--- src/rtl/sid_pkg.sv ---
package sid_pkg;

    localparam int SID_BYTE_W = 8;

    typedef enum logic [2:0] {
        ST_IDLE,
        ST_ADDR,
        ST_ADDR_ACK,
        ST_WR,
        ST_WR_ACK,
        ST_RD,
        ST_RD_ACK
    } sid_state_e;

    // Synchronized bus levels and the conditions found on them
    typedef struct packed {
        logic scl;
        logic sda;
        logic start;
        logic stop;
        logic rise;
        logic fall;
    } sid_bus_ev_t;

    function automatic logic sid_addr_hit(logic [7:0] b, logic [6:0] dev);
        return b[7:1] == dev;
    endfunction

    function automatic logic [7:0] sid_ptr_next(logic [7:0] p);
        return (p == 8'hFF) ? p : p + 8'd1;
    endfunction

endpackage

--- src/rtl/sid_sync.sv ---
module sid_sync
    import sid_pkg::*;
#(
    parameter int STAGES = 2
) (
    input  logic        clk,
    input  logic        rst,
    input  logic        scl_i,
    input  logic        sda_i,
    output sid_bus_ev_t ev
);
    logic [1:0] raw;
    logic [1:0] sync;
    logic [1:0] prev;

    assign raw = {scl_i, sda_i};

    for (genvar g = 0; g < 2; g++) begin : g_line
        logic [STAGES-1:0] chain;
        always_ff @(posedge clk) begin
            if (rst) chain <= '1;
            else     chain <= {chain[STAGES-2:0], raw[g]};
        end
        assign sync[g] = chain[STAGES-1];
    end

    always_ff @(posedge clk) begin
        if (rst) prev <= 2'b11;
        else     prev <= sync;
    end

    always_comb begin
        ev.scl   = sync[1];
        ev.sda   = sync[0];
        ev.start = sync[1] & prev[1] & prev[0] & ~sync[0];
        ev.stop  = sync[1] & prev[1] & ~prev[0] & sync[0];
        ev.rise  = sync[1] & ~prev[1];
        ev.fall  = ~sync[1] & prev[1];
    end
endmodule

--- src/rtl/sid_regfile.sv ---
module sid_regfile #(
    parameter int                    ID_BYTES  = 8,
    parameter logic [8*ID_BYTES-1:0] ID_VALUE  = '0,
    parameter logic [7:0]            CTRL_INIT = 8'h00
) (
    input  logic       clk,
    input  logic       rst,
    input  logic       wr_en,
    input  logic [7:0] addr,
    input  logic [7:0] wr_data,
    output logic [7:0] rd_data,
    output logic [7:0] ctrl
);
    localparam logic [7:0] CTRL_ADDR = 8'(ID_BYTES);

    logic [7:0] ctrl_q;

    always_ff @(posedge clk) begin
        if (rst)
            ctrl_q <= CTRL_INIT;
        else if (wr_en && addr == CTRL_ADDR)
            ctrl_q <= wr_data;
    end

    always_comb begin
        rd_data = 8'hFF;
        for (int i = 0; i < ID_BYTES; i++)
            if (addr == i[7:0]) rd_data = ID_VALUE[8*i +: 8];
        if (addr == CTRL_ADDR) rd_data = ctrl_q;
    end

    assign ctrl = ctrl_q;

    AST_CTRL_ONLY_AT_ITS_ADDR: assert property (@(posedge clk) disable iff (rst)
        !$stable(ctrl_q) |-> $past(wr_en && addr == CTRL_ADDR));
endmodule

--- src/rtl/sid_target.sv ---
module sid_target
    import sid_pkg::*;
#(
    parameter logic [6:0]            DEV_ADDR    = 7'b1010000,
    parameter int                    ID_BYTES    = 8,
    parameter logic [8*ID_BYTES-1:0] ID_VALUE    = 64'h0123_4567_89AB_CDEF,
    parameter logic [7:0]            CTRL_INIT   = 8'h00,
    parameter int                    SYNC_STAGES = 2
) (
    input  logic       clk,
    input  logic       rst,
    input  logic       scl_i,
    input  logic       sda_i,
    output logic       sda_oe_o,
    output logic [7:0] ctrl_o
);
    localparam int CNT_W = $clog2(SID_BYTE_W + 1);
    localparam logic [CNT_W-1:0] LAST_BIT = CNT_W'(SID_BYTE_W);

    sid_bus_ev_t      ev;
    sid_state_e       state;
    logic [CNT_W-1:0] bitcnt;
    logic [7:0]       shreg;
    logic [7:0]       txsh;
    logic [7:0]       ptr;
    logic             rw;
    logic             ptr_load;
    logic             nack;
    logic             oe;
    logic             wr_en;
    logic [7:0]       rd_data;

    sid_sync #(.STAGES(SYNC_STAGES)) u_sync (
        .clk   (clk),
        .rst   (rst),
        .scl_i (scl_i),
        .sda_i (sda_i),
        .ev    (ev)
    );

    assign wr_en = (state == ST_WR) && ev.fall && (bitcnt == LAST_BIT) && !ptr_load
                   && !ev.start && !ev.stop;

    sid_regfile #(
        .ID_BYTES  (ID_BYTES),
        .ID_VALUE  (ID_VALUE),
        .CTRL_INIT (CTRL_INIT)
    ) u_regs (
        .clk     (clk),
        .rst     (rst),
        .wr_en   (wr_en),
        .addr    (ptr),
        .wr_data (shreg),
        .rd_data (rd_data),
        .ctrl    (ctrl_o)
    );

    always_ff @(posedge clk) begin
        if (rst) begin
            state    <= ST_IDLE;
            bitcnt   <= '0;
            shreg    <= '0;
            txsh     <= '0;
            ptr      <= '0;
            rw       <= 1'b0;
            ptr_load <= 1'b0;
            nack     <= 1'b0;
            oe       <= 1'b0;
        end else if (ev.start) begin
            state    <= ST_ADDR;
            bitcnt   <= '0;
            ptr_load <= 1'b1;
            oe       <= 1'b0;
        end else if (ev.stop) begin
            state <= ST_IDLE;
            oe    <= 1'b0;
        end else begin
            unique case (state)
                ST_IDLE: ;
                ST_ADDR: begin
                    if (ev.rise) begin
                        shreg  <= {shreg[6:0], ev.sda};
                        bitcnt <= bitcnt + 1'b1;
                    end else if (ev.fall && bitcnt == LAST_BIT) begin
                        bitcnt <= '0;
                        if (sid_addr_hit(shreg, DEV_ADDR)) begin
                            oe    <= 1'b1;
                            rw    <= shreg[0];
                            state <= ST_ADDR_ACK;
                        end else begin
                            state <= ST_IDLE;
                        end
                    end
                end
                ST_ADDR_ACK, ST_RD_ACK: begin
                    if (ev.rise) nack <= ev.sda;
                    if (ev.fall) begin
                        bitcnt <= '0;
                        if (state == ST_RD_ACK && nack) begin
                            oe    <= 1'b0;
                            state <= ST_IDLE;
                        end else if (state == ST_RD_ACK || rw) begin
                            txsh  <= rd_data;
                            oe    <= ~rd_data[7];
                            ptr   <= sid_ptr_next(ptr);
                            state <= ST_RD;
                        end else begin
                            oe    <= 1'b0;
                            state <= ST_WR;
                        end
                    end
                end
                ST_WR: begin
                    if (ev.rise) begin
                        shreg  <= {shreg[6:0], ev.sda};
                        bitcnt <= bitcnt + 1'b1;
                    end else if (ev.fall && bitcnt == LAST_BIT) begin
                        bitcnt   <= '0;
                        oe       <= 1'b1;
                        state    <= ST_WR_ACK;
                        ptr_load <= 1'b0;
                        ptr      <= ptr_load ? shreg : sid_ptr_next(ptr);
                    end
                end
                ST_WR_ACK: begin
                    if (ev.fall) begin
                        oe    <= 1'b0;
                        state <= ST_WR;
                    end
                end
                ST_RD: begin
                    if (ev.rise) begin
                        bitcnt <= bitcnt + 1'b1;
                    end else if (ev.fall) begin
                        if (bitcnt == LAST_BIT) begin
                            bitcnt <= '0;
                            oe     <= 1'b0;
                            state  <= ST_RD_ACK;
                        end else begin
                            txsh <= {txsh[6:0], 1'b0};
                            oe   <= ~txsh[6];
                        end
                    end
                end
                default: state <= ST_IDLE;
            endcase
        end
    end

    assign sda_oe_o = oe;

    AST_START_RESTARTS: assert property (@(posedge clk) disable iff (rst)
        ev.start |=> (state == ST_ADDR && bitcnt == '0 && !oe));
    AST_STOP_RELEASES: assert property (@(posedge clk) disable iff (rst)
        ev.stop |=> (state == ST_IDLE && !oe));
    AST_IDLE_QUIET: assert property (@(posedge clk) disable iff (rst)
        (state == ST_IDLE) |-> !oe);
    AST_BITCNT_RANGE: assert property (@(posedge clk) disable iff (rst)
        bitcnt <= LAST_BIT);
    AST_OE_MOVES_ON_LOW_SCL: assert property (@(posedge clk) disable iff (rst)
        $rose(oe) |-> !ev.scl);
endmodule

--- config.mk ---
export PLATFORM = sky130hd
export DESIGN_NAME = sid_target
export DESIGN_NICKNAME = d
export VERILOG_FILES = /design/src/rtl/sid_pkg.sv /design/src/rtl/sid_sync.sv /design/src/rtl/sid_regfile.sv /design/src/rtl/sid_target.sv
export SDC_FILE = /design/constraint.sdc
export NUM_CORES = 1
export LEC_CHECK = 0
export BUFFER_PORTS_ARGS = -buffer_cell sky130_fd_sc_hd__buf_2
export CAP_MARGIN = 25
export CORE_UTILIZATION = 55
export CTS_CLUSTER_DIAMETER = 60
export DETAILED_ROUTE_END_ITERATION = 10
export PLACE_DENSITY = 0.78
export SETUP_SLACK_MARGIN = 0.15
export SYNTH_ARGS = -nofsm -noshare
export SYNTH_HDL_FRONTEND = slang
export SYNTH_HIERARCHICAL = 1
export SYNTH_SLANG_ARGS = --single-unit
--- constraint.sdc ---
create_clock -name clk -period 3.18 [get_ports clk]
set_input_delay 0.318 -clock clk [delete_from_list [all_inputs] [get_ports clk]]
set_output_delay 0.318 -clock clk [all_outputs]
set_load 0.02 [all_outputs]
Word level (Yosys, flattened, before mapping)
Index checks and enable logic that the tools add are counted.
- register bits: 48
- input port bits: 4
- logic and storage cells: 176
- add/subtract/negate cells: 2
- equal/unequal tests: 45
- mux-type cells: 64
- bitwise gates (word level): 17
- reductions and logical operators: 34
- operator list (cell ; count):
    $mux W8 ; 12
    $mux W7 ; 8
    $mux W3 ; 11
    $eq A8 B3 Y1 const B ; 4
    $ne A4 B4 Y1 const B ; 8
    $reduce_and A10 Y1 ; 3
    $mux W4 ; 6
    $ne A2 B2 Y1 const B ; 12
    $mux W1 ; 19
    $pmux W3 S6 ; 1
    $eq A8 B2 Y1 const B ; 2
    $pmux W8 S2 ; 1
    $pmux W7 S2 ; 1
    $pmux W4 S3 ; 1
    $reduce_and A4 Y1 ; 3
    $reduce_and A6 Y1 ; 2
    $not A1 Y1 ; 10
    $eq A3 B3 Y1 const B ; 3
    $ne A3 B3 Y1 const B ; 3
    $reduce_and A9 Y1 ; 1
    $add A8 B1 Y8 const B ; 1
    $eq A8 B1 Y1 const B ; 1
    $eq A8 B4 Y1 const B ; 1
    $eq A8 B8 Y1 const B ; 1
    24 further kinds ; 47

Depth between registers and ports, before layout
Gate-level depths: netlist of the first run.
- word-level depth: 15
- mapped depth: 7
- depth with buffers taken out: 7

Modules after synthesis
The synthesis of the first run kept the hierarchy.
- by module, submodules not included (module ; instances ; cells an instance ; area an instance (µm²) ; sequential area each (µm²)):
    sid_target ; 1 ; 252 ; 2109.5 ; 680.7
    sid_regfile ; 1 ; 56 ; 489.2 ; 160.2
    sid_sync ; 1 ; 18 ; 205.2 ; 120.1

Worst setup path before layout of the first run
OpenSTA, ideal clock, no wires.
- path kind: flip-flop to flip-flop
- start: register ptr[0]
- end: register oe (netlist: sda_oe_o)
- library setup time: 86 ps
- arrival time: 2009 ps
- setup slack: 1086 ps
- stages on the path, launching flop included: 8
- clock period less this slack: 2094 ps
- cells stage by stage: dfxtp_1 or4b_1 o21ai_0 nand2_1 or3b_2 a21oi_1 nor3_1 a211oi_1
- word-level cells in the longest chain between the ends: 11
- elaborated cells between the ends (all ways): 15
- classes of those cells: 5 x eq/ne; 9 x mux; 1 x bitwise
- ends and longest elaborated chain (item ; line ; RTL):
    start: declaration ; sid_target.sv:25 ; logic [7:0] ptr;
    start signal: assignment ; sid_target.sv:105 ; ptr <= sid_ptr_next(ptr);
    start signal: assignment ; sid_target.sv:122 ; ptr <= ptr_load ? shreg : sid_ptr_next(ptr);
    $eq A8 B3 Y1 ; sid_regfile.sv:28 ; if (addr == i[7:0]) rd_data = ID_VALUE[8*i +: 8];
    $mux W8 (4 in series) ; sid_regfile.sv:28 ;
    $mux W8 * ; sid_regfile.sv:29 ; if (addr == CTRL_ADDR) rd_data = ctrl_q;
    named net rd_data[7] ; sid_target.sv:31 ; logic [7:0] rd_data;
    $not A1 Y1 * ; sid_target.sv:104 ; oe <= ~rd_data[7];
    $mux W1 * ; sid_target.sv:102 ; end else if (state == ST_RD_ACK || rw) begin
    $mux W1 * ; sid_target.sv:99 ; if (state == ST_RD_ACK && nack) begin
    $mux W1 * ; sid_target.sv:97 ; if (ev.fall) begin
    $pmux W1 S5 * ; sid_target.sv:78 ; unique case (state)
    end signal: assignment ; sid_target.sv:104 ;
    end signal: assignment ; sid_target.sv:141 ; oe <= ~txsh[6];
    end: declaration ; sid_target.sv:29 ; logic oe;
The timed path passes the listed nets; every way through them passes the cells marked *. The select of a mux whose other input is x is not followed.
A chain may end at the register's enable or synchronous reset.

Final worst setup path of the first run
- start: register ptr[3]
- end: register oe (netlist: sda_oe_o)
The elaborated chain is that of the path after synthesis.

==> impl_metrics.env, run 1 <==
export IMPL_status="finished, final reports clean"
export IMPL_grt_pass1_wl_um=9980
export IMPL_rsz0062_at_grt="false"
export IMPL_fin_skew_ns=0.00812
export IMPL_peakVddDrop_mv=0.247
export IMPL_fmax_ghz=0.411
export IMPL_synthToLayoutAreaGrowth_pct=5.10
export IMPL_io_pins=13
export IMPL_dr_pass1_iters=4
export IMPL_critPathCaptureType="register"
export IMPL_vias=2402
export IMPL_wl_per_cell_um=15.4
export IMPL_netlist_instances=325
export IMPL_cts_tree="built"
export IMPL_track_usage_pct=24.0
export IMPL_dieArea_um2=5370
export IMPL_cts_buffer_depth=2
export IMPL_crit_path_start_kind="register"
export IMPL_first_global_vias=2191
export IMPL_die_w_um=73.3
export IMPL_timing_final_crit_share_pct=76.4
export IMPL_hold_buffers=0
export IMPL_cts_root_buf="clkbuf_8"
export IMPL_dp_hpwl_um=4210
export IMPL_grt_antenna_before_repair=0
export IMPL_cts_sinks=48
export IMPL_drtIter0Drc=230
export IMPL_synth_cell_area_um2=2800
export IMPL_yosysWarnings=6
export IMPL_critical_path_arrival_ns=2.65
export IMPL_start_util_pct=58.1
export IMPL_numPortBuffers=12
export IMPL_cp_slowest_cell="dfxtp_1"
export IMPL_clk_pin_slew_ns=0.08
export IMPL_crit_type="register to register"
export IMPL_powerDensity_nw_per_um2=344
export IMPL_fin_tns_setup_ns=0
export IMPL_cp_slowest_stage_delay_ns=0.57
export IMPL_period_minus_slack_ns=2.43
export IMPL_worstMarginPinSlew_ns=0.887
export IMPL_grt_max_degree=59
export IMPL_drc=0
export IMPL_drive_above_1_share_pct=10.4
export IMPL_setup_violations=0
export IMPL_power_leakage_nw=1.14
export IMPL_finalMaxSlewViolations=0
export IMPL_holdCritPathClass="input port to register"
export IMPL_maxSlewHeadroom_pct=40.9
export IMPL_hold_viol=0
export IMPL_gr_total_overflow=0
export IMPL_core_area_um2=4820
export IMPL_die_y_um=73.3
export IMPL_cp_max_fo=14
export IMPL_drt_total_wl_um=6060
export IMPL_syn_area_per_cell_um2=8.60
export IMPL_n_antenna_cell=0
export IMPL_gp_congestion=0.920
export IMPL_cp_required_ns=3.40
export IMPL_path_cells="or4b_1, o21ai_0, nand2_1, or3b_2, a21oi_1, nor3_1, a211oi_1"
export IMPL_fin_nets=334
export IMPL_ant_nets=0
export IMPL_syn_num_nets=332
export IMPL_insertion_delay_ns=0.30
export IMPL_cts_resized_gates=0
export IMPL_viasPerCell=6.10
export IMPL_drv_cap=0
export IMPL_fin_ws_ns=0.749
export IMPL_cts_max_level=2
export IMPL_post_cts_buffers=0
export IMPL_fp_row_count=25
export IMPL_numCtsBuffers=5
export IMPL_pre_cts_ws_ns=0.782
==> routing by layer <==
| metal | part of all wire, % | track usage [%] |
|---|---|---|
| met5 | 0 | 0 |
| met4 | 2.2 | 9.83 |
| met1 | 48 | 31.2 |
| met2 | 46 | 39.1 |
| met3 | 3.9 | 4.66 |
==> final timing paths <==
check / from / to / slack (ns) / depth (start not counted)
setup / recovery: ptr[3] / sda_oe_o / 0.75 / 7
hold / removal: sda_i / u_sync/g_line[0].chain[0] / 0.20 / 2
setup reg to reg: ptr[3] / sda_oe_o / 0.75 / 7
hold reg to reg: u_sync/g_line[0].chain[0] / u_sync/g_line[0].chain[1] / 0.40 / 1
==> state kept, by name, summed over array words and instances (netlist names) <==
| register | cells |
|---|---|
| ptr | 8 |
| shreg | 8 |
| u_regs/ctrl | 8 |
| txsh | 7 |
| bitcnt | 4 |
| u_sync/g_line.chain | 4 |
| state | 3 |
| u_sync/prev | 2 |
| nack | 1 |
| ptr_load | 1 |
| rw | 1 |
| sda_oe_o | 1 |
==> area by class of cell <==
cell class / count / area, µm²
inverters: 12 / 45.0
multi-input cells: 245 / 1690
clock buffers: 6 / 72.6
repair buffers: 15 / 82.6
well taps: 67 / 83.8
clock inverters: 1 / 5.00
fillers: 451 / 1880
flip-flops and latches: 48 / 961
==> power breakdown <==
| part | total [mW] | internal, mW | switching [mW] |
|---|---|---|---|
| combinational | 0.0516 | 0.0192 | 0.0325 |
| clock | 0.344 | 0.150 | 0.194 |
| sequential | 0.614 | 0.606 | 0.00833 |
| total | 1.01 | 0.775 | 0.235 |
==> critical path, delay by kind of cell (launching register included) <==
family | cells | cell delay (ns)
AOI/OAI and AO/OA | 3 | 0.59
DFF | 1 | 0.57
and+or+nand+nor | 4 | 1.18
==> layout by cell type, fill, tap and decap left out, types with 7 or more instances in the layout <==
cell type  count
nand2b_1      22
mux2i_1       23
a21oi_1       16
nand3_1       10
or2_1          7
buf_2         12
nor2b_1       11
inv_1         12
dfxtp_1       48
nand2_1       19
nor2_1        16
o21ai_0       23
a211oi_1       7
==> per-stage QoR <==
| stage | total power, mW | cell area, µm² | util (%) | instances | hold slack (ns) |
|---|---|---|---|---|---|
| detailed placement | 0.680 | 2860 | 59.4 | 387 | 0.391 |
| floorplan | 0.668 | 2800 | - | 325 | 0.383 |
| CTS | 1.02 | 2940 | 61.0 | 394 | 0.189 |
| finish | 1.01 | 2940 | 61.0 | 394 | 0.196 |
| global placement | 0.679 | 2850 | 59.2 | 386 | 0.384 |
| global route | 1.05 | 2940 | 61.0 | 394 | 0.193 |
No activity file was read; power rests on OpenSTA's default activity.
==> run 2, diff against run 1 <==
Settings changed: PLACE_DENSITY 0.78 to 0.8.
Clock period 3.18 ns to 2.2 ns, I/O delays scaled along.
==> run 2 against run 1 <==
Final area grew 7.2%. Flip-flop and latch count is the same. Sequential share of layout area shrank 2.2 points. Critical path depth shrank 1. Register-to-register slack lost 0.58 ns. Highest routed layer unchanged. Die area is the same. Total power grew 60%. Utilization grew 4.4 points. Maximum frequency grew 20%.
==> impl_metrics.env, run 2 (same netlist as run 1, synthesis figures left out) <==
export IMPL_vias=2620
export IMPL_io_pins=13
export IMPL_worstMarginPinSlew_ns=0.676
export IMPL_clk_pin_slew_ns=0.09
export IMPL_hold_buffers=0
export IMPL_fillers=407
export IMPL_drv_cap=0
export IMPL_cp_max_fo=11
export IMPL_cts_max_level=2
export IMPL_status="finished, final reports clean"
export IMPL_cts_sinks=48
export IMPL_drt_total_wl_um=6660
export IMPL_synthToLayoutAreaGrowth_pct=12.7
export IMPL_gr_total_overflow=0
export IMPL_holdCritPathClass="input port to register"
export IMPL_drive_above_1_share_pct=17.3
export IMPL_numCtsBuffers=5
export IMPL_start_util_pct=58.1
export IMPL_viasPerCell=6.33
export IMPL_grt_pass1_wl_um=10500
export IMPL_setup_violations=0
export IMPL_powerDensity_nw_per_um2=513
export IMPL_cts_root_buf="clkbuf_8"
export IMPL_die_y_um=73.3
export IMPL_grt_antenna_before_repair=0
export IMPL_dieArea_um2=5370
export IMPL_crit_path_start_kind="register"
export IMPL_die_w_um=73.3
export IMPL_dp_hpwl_um=4390
export IMPL_cp_required_ns=2.44
export IMPL_power_mw=1.62
export IMPL_rsz0062_at_grt="true"
export IMPL_power_leakage_nw=1.27
export IMPL_numPortBuffers=12
export IMPL_period_minus_slack_ns=2.03
export IMPL_track_usage_pct=25.3
export IMPL_critPathCaptureType="register"
export IMPL_critical_path_arrival_ns=2.28
export IMPL_wl_per_cell_um=16.1
export IMPL_core_area_um2=4820
export IMPL_dr_pass1_iters=6
export IMPL_fp_row_count=25
export IMPL_fin_skew_ns=0.0136
export IMPL_seqCellArea_um2=961
export IMPL_timing_final_crit_share_pct=92.3
export IMPL_cts_tree="built"
export IMPL_grt_max_degree=35
export IMPL_crit_type="register to register"
export IMPL_drc=0
export IMPL_layout_common_cells="dfxtp_1, mux2i_1, o21ai_0, nand2b_1, buf_4"
export IMPL_fin_nets=353
export IMPL_multiInputGateArea_um2=1740
export IMPL_cts_buffer_depth=2
export IMPL_insertion_delay_ns=0.31
export IMPL_drtIter0Drc=287
export IMPL_first_global_vias=2265
export IMPL_mostFrequentLayoutCell="dfxtp_1"
export IMPL_gp_congestion=0.975
export IMPL_ant_nets=0
export IMPL_finalMaxSlewViolations=0
export IMPL_fin_tns_setup_ns=0
export IMPL_fmax_ghz=0.492
export IMPL_peakVddDrop_mv=0.352
export IMPL_hold_viol=0
export IMPL_n_antenna_cell=0
export IMPL_maxSlewHeadroom_pct=54.8
[run 2: final cells by class]
cell class	count	area share [%]
multi-input cells	246	55.1
clock inverters	2	1.11
repair buffers	33	6.91
clock buffers	6	2.30
well taps	67	2.66
inverters	12	1.43
flip-flops and latches	48	30.5
[run 2: path summary, 6_finish.rpt]
kind	from	endpoint	slack, ns	cells after the start
hold / removal	sda_i	u_sync/g_line[0].chain[0]	0.09	2
setup / recovery	state[0]	u_regs/ctrl[7]	0.17	6
hold reg to reg	u_sync/g_line[0].chain[0]	u_sync/g_line[0].chain[1]	0.41	1
setup reg to reg	state[0]	u_regs/ctrl[7]	0.17	6
[run 2: through the flow]
step,instances,hold WS (ns),setup WS (ns),utilization [%],cell area [µm²]
2_1_floorplan,325,0.317,0.175,-,2800
3_3_place_gp,402,0.388,0.197,61.8,2980
3_5_place_dp,402,0.391,0.139,61.8,2980
4_1_cts,411,0.0823,0.124,64.4,3100
5_1_grt,414,0.0777,0.138,65.4,3150
6_report,414,0.0871,0.169,65.4,3150
[run 2: critical path, cell delays in order, from the launching register on]
cell and delay (ns):
dfxtp_1 0.54, nor2b_1 0.33, nand2_1 0.10, nor4_1 0.40, and3_1 0.22, buf_4 0.18
mux2i_1 0.19
[run 2: per-layer routing]
layer  up-vias  global-route usage [%]  share of wire (%)
li1       1254                       -                  -
met1      1221                    30.8                 43
met2       121                    42.0                 47
met3        24                    6.72                7.4
met4         0                    11.1                2.8
met5         -                       0                  0
[run 2: what timing repair did]
| item | in CTS | in global routing |
|---|---|---|
| pin swaps | 1 | 2 |
| cloned | 0 | 1 |
| endpoints found under the setup margin | 6 | 12 |
| resized for setup | 2 | 6 |
| buffers inserted | 1 | 2 |
[run 2: power breakdown]
group	internal, mW	switching, mW	total (mW)
Sequential	0.876	0.00966	0.885
Clock	0.337	0.297	0.635
Combinational	0.0381	0.0574	0.0955
==> run 3, diff against run 2 <==
--- a/config.mk
+++ b/config.mk
@@ -12,4 +12,5 @@
 export DETAILED_ROUTE_END_ITERATION = 10
 export PLACE_DENSITY = 0.8
+export RECOVER_POWER = 25
 export SETUP_SLACK_MARGIN = 0.15
 export SYNTH_ARGS = -nofsm -noshare
==> constraint.sdc (replaced) <==
create_clock -name clk -period 2.2 [get_ports clk]
set_input_delay 0.22 -clock clk [delete_from_list [all_inputs] [get_ports clk]]
set_output_delay 0.22 -clock clk [all_outputs]
set_load 0.01 [all_outputs]
==> run 3 against run 2 <==
Maximum frequency grew 0.59%. Routed wire length grew 0.89%. Final area shrank 0.36%. Non-clock buffer count is the same. Via count grew 0.11%. Clock power is essentially flat. Utilization shrank 0.23 points. Final cell count is the same. Critical path depth is the same. Flip-flop and latch count is the same. Critical endpoint unchanged. Largest cell class unchanged.
==> impl_metrics.env, run 3 (same netlist as run 1, synthesis figures left out) <==
export IMPL_n_antenna_cell=0
export IMPL_first_global_vias=2265
export IMPL_seqCellArea_um2=961
export IMPL_finalMaxSlewViolations=0
export IMPL_insertion_delay_ns=0.31
export IMPL_hold_slack_ns=0.0868
export IMPL_rsz0062_at_grt="true"
export IMPL_hold_viol=0
export IMPL_drtIter0Drc=285
export IMPL_r2r_cells=6
export IMPL_rrSetupSlack_ns=0.18
export IMPL_dr_pass1_iters=5
export IMPL_maxSlewHeadroom_pct=33.9
export IMPL_dr_wl_met3_um=523
export IMPL_power_leakage_nw=1.23
export IMPL_fin_ws_ns=0.181
export IMPL_cp_slowest_cell="dfxtp_1"
export IMPL_cp_max_fo=11
export IMPL_path_cells="nor2b_1, nand2_1, nor4_1, and3_1, buf_4, mux2i_1"
export IMPL_synthToLayoutAreaGrowth_pct=12.3
export IMPL_dieArea_um2=5370
export IMPL_drc=0
export IMPL_critical_path_arrival_ns=2.26
export IMPL_power_mw=1.62
export IMPL_viasPerCell=6.34
export IMPL_critPathTopFamily="simple AND/OR/NAND/NOR gates"
export IMPL_drt_total_wl_um=6720
export IMPL_worst_path_buf_inv=1
export IMPL_clk_pin_slew_ns=0.09
export IMPL_cts_sinks=48
export IMPL_cts_root_buf="clkbuf_8"
export IMPL_wirelength_met1_um=2850
export IMPL_fin_nets=353
export IMPL_grt_max_degree=35
export IMPL_hold_depth=2
export IMPL_die_y_um=73.3
export IMPL_crit_path_start_kind="register"
export IMPL_fillers=411
export IMPL_holdCritPathClass="input port to register"
export IMPL_drv_cap=0
export IMPL_pre_cts_ws_ns=0.139
export IMPL_worstHoldStart="sda_i"
export IMPL_die_w_um=73.3
export IMPL_numPortBuffers=12
export IMPL_dp_hpwl_um=4390
export IMPL_r2r_start="state[0]"
export IMPL_period_minus_slack_ns=2.02
export IMPL_gr_total_overflow=0
export IMPL_io_pins=13
export IMPL_met2_length_um=3140
export IMPL_worstMarginPinSlew_ns=0.992
export IMPL_fp_row_count=25
export IMPL_peakVddDrop_mv=0.352
export IMPL_crit_type="register to register"
export IMPL_mostFrequentLayoutCell="dfxtp_1"
export IMPL_vias=2623
export IMPL_setup_violations=0
export IMPL_cp_required_ns=2.44
export IMPL_ant_nets=0
export IMPL_grt_antenna_before_repair=0
export IMPL_fmax_ghz=0.495
export IMPL_multiInputGateArea_um2=1740
export IMPL_cp_slowest_stage_delay_ns=0.53
export IMPL_cts_tree="built"
export IMPL_critPathCaptureType="register"
export IMPL_hold_buffers=0
export IMPL_whs_endpoint="u_sync/g_line[0].chain[0]"
export IMPL_top_layer_used="met4"
export IMPL_drive_above_1_share_pct=14.7
export IMPL_fin_skew_ns=0.0132
export IMPL_cts_max_level=2
export IMPL_timing_final_crit_share_pct=91.8
export IMPL_r2r_end="u_regs/ctrl[7]"
export IMPL_cts_buffer_depth=2
export IMPL_grt_pass1_wl_um=10500
export IMPL_gp_congestion=0.975
export IMPL_core_area_um2=4820
export IMPL_status="finished, final reports clean"
export IMPL_wl_per_cell_um=16.2
export IMPL_layout_common_cells="dfxtp_1, mux2i_1, o21ai_0, nand2b_1, buf_4"
export IMPL_start_util_pct=58.1
export IMPL_powerDensity_nw_per_um2=514
export IMPL_track_usage_pct=25.3
export IMPL_fin_tns_setup_ns=0
export IMPL_numCtsBuffers=5
## run 3: how the worst max path moves through the flow
stage	start	end	slack, ns	cells past startpoint
2_1_floorplan	ptr[0]	sda_oe_o	0.18	7
6_report	state[0]	u_regs/ctrl[7]	0.18	6
3_5_place_dp	ptr[0]	sda_oe_o	0.14	7
5_1_grt	u_sync/prev[1]	u_regs/ctrl[4]	0.14	6
3_3_place_gp	ptr[0]	sda_oe_o	0.20	7
4_1_cts	u_sync/g_line[0].chain[1]	txsh[1]	0.12	4
## run 3: routing by layer
| metal | GRT usage, % | up-vias |
|---|---|---|
| met5 | 0 | - |
| met4 | 11.1 | 0 |
| met3 | 6.72 | 33 |
| met2 | 42.0 | 129 |
| met1 | 30.8 | 1208 |
| li1 | - | 1253 |
## run 3: repair_timing
item                                    CTS  global route
gates resized for setup                   2             6
cloned                                    0             1
pin swaps                                 1             2
endpoints found under the setup margin    6            12
buffers inserted                          1             2
## run 3: cell type report
class	instances	share of cell area [%]
flip-flops and latches	48	30.6
multi-input cells	246	55.3
clock buffers	6	2.31
inverters	12	1.43
repair buffers	33	6.58
clock inverters	2	1.12
well taps	67	2.67
## run 3: through the flow
stage / std cells / util [%] / cell area (µm²)
detailed placement: 402 / 61.8 / 2980
CTS: 411 / 64.4 / 3100
global route: 414 / 65.2 / 3140
finish: 414 / 65.2 / 3140
global placement: 402 / 61.8 / 2980
floorplan: 325 / - / 2800
## run 3: worst reg2reg max path: stages (launching register included)
cell     delay [ns]
dfxtp_1        0.53
nor2b_1        0.33
nand2_1        0.10
nor4_1         0.40
and3_1         0.22
buf_4          0.18
mux2i_1        0.19
## run 3: where the power goes
| part | total [mW] | internal, mW | switching, mW | leakage [nW] |
|---|---|---|---|---|
| registers | 0.885 | 0.876 | 0.00959 | 0.388 |
| clock network | 0.635 | 0.337 | 0.297 | 0.0552 |
| logic | 0.0952 | 0.0379 | 0.0574 | 0.787 |
| total | 1.62 | 1.25 | 0.364 | 1.23 |
